## src/rtl/uart_ii_pkg.sv

```systemverilog
package uart_ii_pkg;
  localparam int NSRC = 4;
  localparam int CODE_W = 4;

  // Source index doubles as priority rank: lower index wins.
  localparam int SRC_LINE = 0;
  localparam int SRC_TOUT = 1;
  localparam int SRC_RXD  = 2;
  localparam int SRC_TXE  = 3;

  // Bits 3:0 of the identification value.
  localparam logic [CODE_W-1:0] CODE_LINE = 4'b0110;
  localparam logic [CODE_W-1:0] CODE_TOUT = 4'b1100;
  localparam logic [CODE_W-1:0] CODE_RXD  = 4'b0100;
  localparam logic [CODE_W-1:0] CODE_TXE  = 4'b0010;
  localparam logic [CODE_W-1:0] CODE_NONE = 4'b0001;

  function automatic logic [CODE_W-1:0] src_code(input int idx);
    case (idx)
      SRC_LINE: src_code = CODE_LINE;
      SRC_TOUT: src_code = CODE_TOUT;
      SRC_RXD:  src_code = CODE_RXD;
      default:  src_code = CODE_TXE;
    endcase
  endfunction
endpackage

```

## src/rtl/uart_ii_srcq.sv

```systemverilog
module uart_ii_srcq
  import uart_ii_pkg::*;
(
  input  logic              clk,
  input  logic              rst_n,
  input  logic              fifo_en_i,
  input  logic              line_err_i,
  input  logic              rx_ready_i,
  input  logic              rx_timeout_i,
  input  logic              tx_empty_i,
  input  logic              tx_write_i,
  input  logic              ie_line_i,
  input  logic              ie_rx_i,
  input  logic              ie_tx_i,
  input  logic              ident_rd_i,
  input  logic [CODE_W-1:0] shown_code_i,
  output logic [NSRC-1:0]   req_o
);
  logic tx_req, tx_req_q;
  logic tx_rise;
  logic tx_pend_d, tx_pend_q;
  logic rd_q, rd_start, rd_clr;

  always_comb begin
    tx_req   = tx_empty_i & ie_tx_i;
    tx_rise  = tx_req & ~tx_req_q;
    rd_start = ident_rd_i & ~rd_q;
    rd_clr   = rd_start & (shown_code_i == CODE_TXE);

    tx_pend_d = tx_pend_q;
    if (tx_write_i || rd_clr) tx_pend_d = 1'b0;
    if (tx_rise)              tx_pend_d = 1'b1;

    req_o           = '0;
    req_o[SRC_LINE] = line_err_i & ie_line_i;
    req_o[SRC_TOUT] = rx_timeout_i & ie_rx_i & fifo_en_i;
    req_o[SRC_RXD]  = rx_ready_i & ie_rx_i;
    req_o[SRC_TXE]  = ((tx_pend_q & ~tx_write_i) | tx_rise) & ie_tx_i;
  end

  always_ff @(posedge clk or negedge rst_n) begin
    if (!rst_n) begin
      tx_req_q  <= 1'b0;
      tx_pend_q <= 1'b0;
      rd_q      <= 1'b0;
    end else begin
      tx_req_q  <= tx_req;
      tx_pend_q <= tx_pend_d;
      rd_q      <= ident_rd_i;
    end
  end

  assert_rise_sets_R9: assert property (@(posedge clk) disable iff (!rst_n)
    tx_rise |=> tx_pend_q);

  assert_write_clears_R11: assert property (@(posedge clk) disable iff (!rst_n)
    (tx_write_i && !tx_rise) |=> !tx_pend_q);
endmodule

```

## src/rtl/uart_ii_prio.sv

```systemverilog
module uart_ii_prio
  import uart_ii_pkg::*;
(
  input  logic [NSRC-1:0]   req_i,
  output logic [CODE_W-1:0] code_o
);
  logic [NSRC:0]   taken;
  logic [NSRC-1:0] grant;

  assign taken[0] = 1'b0;

  for (genvar i = 0; i < NSRC; i++) begin : g_rank
    assign grant[i]   = req_i[i] & ~taken[i];
    assign taken[i+1] = taken[i] | req_i[i];
  end

  always_comb begin
    code_o = taken[NSRC] ? '0 : CODE_NONE;
    for (int i = 0; i < NSRC; i++) begin
      if (grant[i]) code_o = code_o | src_code(i);
    end
  end
endmodule

```

## src/rtl/uart_ii_hold.sv

```systemverilog
module uart_ii_hold
  import uart_ii_pkg::*;
(
  input  logic              clk,
  input  logic              rst_n,
  input  logic              ident_rd_i,
  input  logic              fifo_en_i,
  input  logic [CODE_W-1:0] code_i,
  output logic [7:0]        ident_o
);
  logic [7:0] live;
  logic [7:0] ident_d, ident_q;

  always_comb begin
    live    = {{2{fifo_en_i}}, 2'b00, code_i};
    ident_d = ident_rd_i ? ident_q : live;
  end

  always_ff @(posedge clk or negedge rst_n) begin
    if (!rst_n) ident_q <= {4'h0, CODE_NONE};
    else        ident_q <= ident_d;
  end

  assign ident_o = ident_q;

  assert_frozen_in_read_R7: assert property (@(posedge clk) disable iff (!rst_n)
    ident_rd_i |=> $stable(ident_o));
endmodule

```

## src/rtl/uart_int_ident.sv

```systemverilog
module uart_int_ident
  import uart_ii_pkg::*;
#(
  parameter int SYNC_STAGES = 2
) (
  input  logic       clk,
  input  logic       rst_n,
  input  logic       fifo_en_i,
  input  logic       line_err_i,
  input  logic       rx_ready_i,
  input  logic       rx_timeout_i,
  input  logic       tx_empty_i,
  input  logic       tx_write_i,
  input  logic       ie_line_i,
  input  logic       ie_rx_i,
  input  logic       ie_tx_i,
  input  logic       ident_rd_i,
  output logic [7:0] ident_o,
  output logic       irq_o
);
  localparam int SYNC_MSB = SYNC_STAGES - 1;

  logic [SYNC_MSB:0]   rst_sync_q;
  logic                rst_int_n;
  logic [NSRC-1:0]     req;
  logic [CODE_W-1:0]   code;

  // Asynchronous assertion, synchronous release.
  always_ff @(posedge clk or negedge rst_n) begin
    if (!rst_n) rst_sync_q <= '0;
    else        rst_sync_q <= {rst_sync_q[SYNC_MSB-1:0], 1'b1};
  end
  assign rst_int_n = rst_sync_q[SYNC_MSB];

  uart_ii_srcq u_srcq (
    .clk          (clk),
    .rst_n        (rst_int_n),
    .fifo_en_i    (fifo_en_i),
    .line_err_i   (line_err_i),
    .rx_ready_i   (rx_ready_i),
    .rx_timeout_i (rx_timeout_i),
    .tx_empty_i   (tx_empty_i),
    .tx_write_i   (tx_write_i),
    .ie_line_i    (ie_line_i),
    .ie_rx_i      (ie_rx_i),
    .ie_tx_i      (ie_tx_i),
    .ident_rd_i   (ident_rd_i),
    .shown_code_i (ident_o[CODE_W-1:0]),
    .req_o        (req)
  );

  uart_ii_prio u_prio (
    .req_i  (req),
    .code_o (code)
  );

  uart_ii_hold u_hold (
    .clk        (clk),
    .rst_n      (rst_int_n),
    .ident_rd_i (ident_rd_i),
    .fifo_en_i  (fifo_en_i),
    .code_i     (code),
    .ident_o    (ident_o)
  );

  assign irq_o = ~ident_o[0];

  assert_line_wins_R3: assert property (@(posedge clk) disable iff (!rst_int_n)
    (line_err_i && ie_line_i && !ident_rd_i) |=> (ident_o[3:0] == 4'b0110));

  assert_timeout_over_rx_R4: assert property (@(posedge clk) disable iff (!rst_int_n)
    (rx_timeout_i && ie_rx_i && fifo_en_i && !ident_rd_i && !(line_err_i && ie_line_i))
      |=> (ident_o[3:0] == 4'b1100));

  assert_plain_mode_bits_R5: assert property (@(posedge clk) disable iff (!rst_int_n)
    (!fifo_en_i && !ident_rd_i) |=> (!ident_o[3] && ident_o[7:4] == 4'h0));
endmodule

```

## config.mk

```make
export PLATFORM = sky130hd
export DESIGN_NAME = uart_int_ident
export DESIGN_NICKNAME = d
export VERILOG_FILES = /design/src/rtl/uart_ii_pkg.sv /design/src/rtl/uart_ii_srcq.sv /design/src/rtl/uart_ii_prio.sv /design/src/rtl/uart_ii_hold.sv /design/src/rtl/uart_int_ident.sv
export SDC_FILE = /design/constraint.sdc
export NUM_CORES = 1
export LEC_CHECK = 0
export BUFFER_PORTS_ARGS = -buffer_cell sky130_fd_sc_hd__clkbuf_2
export CORE_AREA = 2 2 39 41
export CTS_CLUSTER_DIAMETER = 150
export DETAILED_ROUTE_END_ITERATION = 10
export DIE_AREA = 0 0 41 43
export PLACE_DENSITY_LB_ADDON = 0.05
export SLEW_MARGIN = 5
export SYNTH_ARGS = -nofsm -noshare
export SYNTH_HDL_FRONTEND = slang
export SYNTH_HIERARCHICAL = 1
export SYNTH_SLANG_ARGS = --single-unit
```

## constraint.sdc

```tcl
create_clock -name clk -period 0.8 [get_ports clk]
set_input_delay 0.16 -clock clk [delete_from_list [all_inputs] [get_ports clk]]
set_output_delay 0.16 -clock clk [all_outputs]
set_load 0.01 [all_outputs]
```

==> results.ini <==
[synthesis]
synth_top_family_by_area = simple AND/OR/NAND/NOR gates
synthAdderAreaFrac_pct = 0
yosys_register_bits = 10
syn_inst = 37
avgSynthCellArea_um2 = 12.2
synth_mux_area_share_pct = 12.5
synth_xor_area_share_pct = 0
yosys.area_share.simple_pct = 18.6
yosysWarnings = 6
netlist_area_um2 = 450
yosysSeqAreaShare_pct = 55.8
synth_cell_types = 19
synth_compound_area_share_pct = 4.72

[routing]
route.vias.total = 357
ant_nets = 0
drtIter0Drc = 0
wl_per_cell_um = 10.1
drtPass1Iterations = 1
drc = 0
finalWirelength_um = 807
via_per_inst = 4.46

[flow_run]
cap_violations = 0

[pwr]
total_power_w = 0.00120
ir_drop_uv = 740
p_leak_nw = 0.348
cellPowerDensity_nw_per_um2 = 1800

[global_routing]
grt_usage_pct = 11.8
grt_pass1_vias = 337
antenna_found_initial = 0
grt_max_degree = 9
grt_overflow = 0
grt_pass1_wl_um = 1350

[setup_path]
crit_buf_inv = 2
worst-setup-path-type = reg2out
crit_chain = inv_2 > buf_6
crit_path_top_delay_cell = dfstp_2
critPathCaptureType = output port
critPathTopFamily = flip-flops
critPathArrivalTime_ns = 0.93
slowest_delay_ns = 0.54
cp-start-kind = flop
worst-path-max-fanout = 3
required_ns = 0.64

[layout]
antenna_cells = 0
nNetsFinal = 77
drive_gt1_share_pct = 62.5
final_cell_mix = 15 x clkbuf_2, 9 x dfrtp_1, 5 x buf_4
nFillCells = 134
layout_commonest_cell = clkbuf_2
area.growth.synth_to_final_pct = 47.2
design_area_um2 = 663

[sta]
final_max_slew_viol_count = 0
fin_ws_ns = -0.290
fmax_ghz = 0.917
fin_crit_ns = 1.09
whs_ns = 0.130
setup_viol = 12
grt_setup_unrepaired = yes
period_share_pct = 136
skew_ns = 0.00810
finalHoldViolations = 0

[floorplanning]
core_area_um2 = 1380
die_x_um = 41
start_util_pct = 32.5
io_pins = 21
die-area_um2 = 1760
die_h_um = 43
fp-row-count = 14

[placement]
place_area_um2 = 573
dp_hpwl_um = 652
gp_congestion = 0.727
numPortBuffers = 18

[status]
status = complete, but fails checks
violations = negative setup slack

[clock_tree]
clk_path_buf_depth = 2
tritoncts = done
worstSkewPairLatency_ns = 0.26
cts.sinks = 10
cts_made_buffers = 3
cts_root_buf = clkbuf_4
h-tree-depth = 1
path_clk_slew_ns = 0.07

[worst_hold_path]
hp-class = reg2async

kinds of logic after synthesis:
group / after synthesis
other cells: 2
buf+inv: 5
mux: 5
compound gates: 3
simple gates: 12
flops: 10
final timing paths:
path | startpoint | end | slack, ns | cells past startpoint
worst max-delay path | u_hold/ident_o[0]$_DFFE_PN1N_ | irq_o | -0.29 | 2
worst min-delay path | rst_sync_q[1]$_DFF_PN0_ | u_hold/ident_o[3]$_DFFE_PN0N_ | 0.13 | 0
worst max register to register | u_srcq/tx_pend_q$_DFFE_PN0P_ | u_hold/ident_o[1]$_DFFE_PN0N_ | -0.28 | 4
worst min register to register | rst_sync_q[1]$_DFF_PN0_ | u_hold/ident_o[3]$_DFFE_PN0N_ | 0.13 | 0
max in group asynchronous | rst_sync_q[1]$_DFF_PN0_ | u_hold/ident_o[0]$_DFFE_PN1N_ | 0.37 | 0
min in group clk | ident_rd_i | u_srcq/rd_q$_DFF_PN0_ | 0.15 | 1
sequential cells by signal, summed over array words and instances (netlist names):
name / flops
u_srcq/tx_req_q: 1
rst_sync_q: 2
u_srcq/tx_pend_q: 1
u_hold/ident_o: 5
u_srcq/rd_q: 1
through the flow:
stage               worst slack, ns  utilization [%]  TNS (ns)  cells
global placement             -0.367             41.4     -1.14     71
CTS                          -0.309             45.7     -2.27     79
finish                       -0.290             47.9     -2.16     80
detailed placement           -0.395             41.4     -1.22     71
floorplan                    -0.265                -    -0.755     38
global route                 -0.334             47.9     -2.68     80
cell usage after synthesis (all sizes together):
| master | number | area (um^2) |
|---|---|---|
| buf | 3 | 22.5 |
| a21boi | 1 | 7.51 |
| dfstp | 1 | 26.3 |
| nor3 | 1 | 10.0 |
| inv | 2 | 7.51 |
| nor2 | 2 | 10.0 |
| mux2 | 5 | 56.3 |
| nand4bb | 1 | 11.3 |
| nand2b | 2 | 12.5 |
| dfrtp | 9 | 225 |
| or3 | 1 | 11.3 |
| o22ai | 1 | 6.26 |
| a21o | 1 | 7.51 |
| nor2b | 1 | 6.26 |
| and3 | 1 | 6.26 |
| conb | 2 | 7.51 |
| and2 | 2 | 12.5 |
| nand2 | 1 | 3.75 |
layout make-up:
class | instances | area [um^2] | share of cell area, %
Sequential cell | 10 | 251 | 37.9
Multi-Input combinational cell | 23 | 196 | 29.6
Inverter | 2 | 7.51 | 1.13
Clock buffer | 4 | 26.3 | 3.96
Timing Repair Buffer | 25 | 161 | 24.3
Tap cell | 16 | 20.0 | 3.02
layer usage:
metal / up-vias / part of all wire (%) / track usage, %
li1: 171 / - / -
met1: 170 / 41 / 14.8
met2: 14 / 51 / 16.9
met3: 2 / 6.9 / 4.71
met4: 0 / 0.50 / 6.00
met5: - / 0 / 0
power by group:
part / internal, W / leakage [nW] / switching, W
Combinational: 0.000157 / 0.213 / 0.000104
Clock: 0.000192 / 0.0150 / 0.000155
Sequential: 0.000556 / 0.120 / 0.0000318
worst reg2reg max path, delay by kind of cell (launching register included):
kind	cells	cell delay, ns
flip-flops	1	0.36
multiplexers	1	0.25
AND/OR/NAND/NOR	1	0.10
AO/OA/AOI/OAI	2	0.24
timing repair:
action / CTS / global route
resized for setup: 0 / 8
setup endpoints to repair: 11 / 12
hold buffers: 1 / 0
endpoints found under the hold margin: 2 / 0
buffers inserted: 3 / 1
pin swaps: 1 / 2
Power figures use the tool's default switching activity.
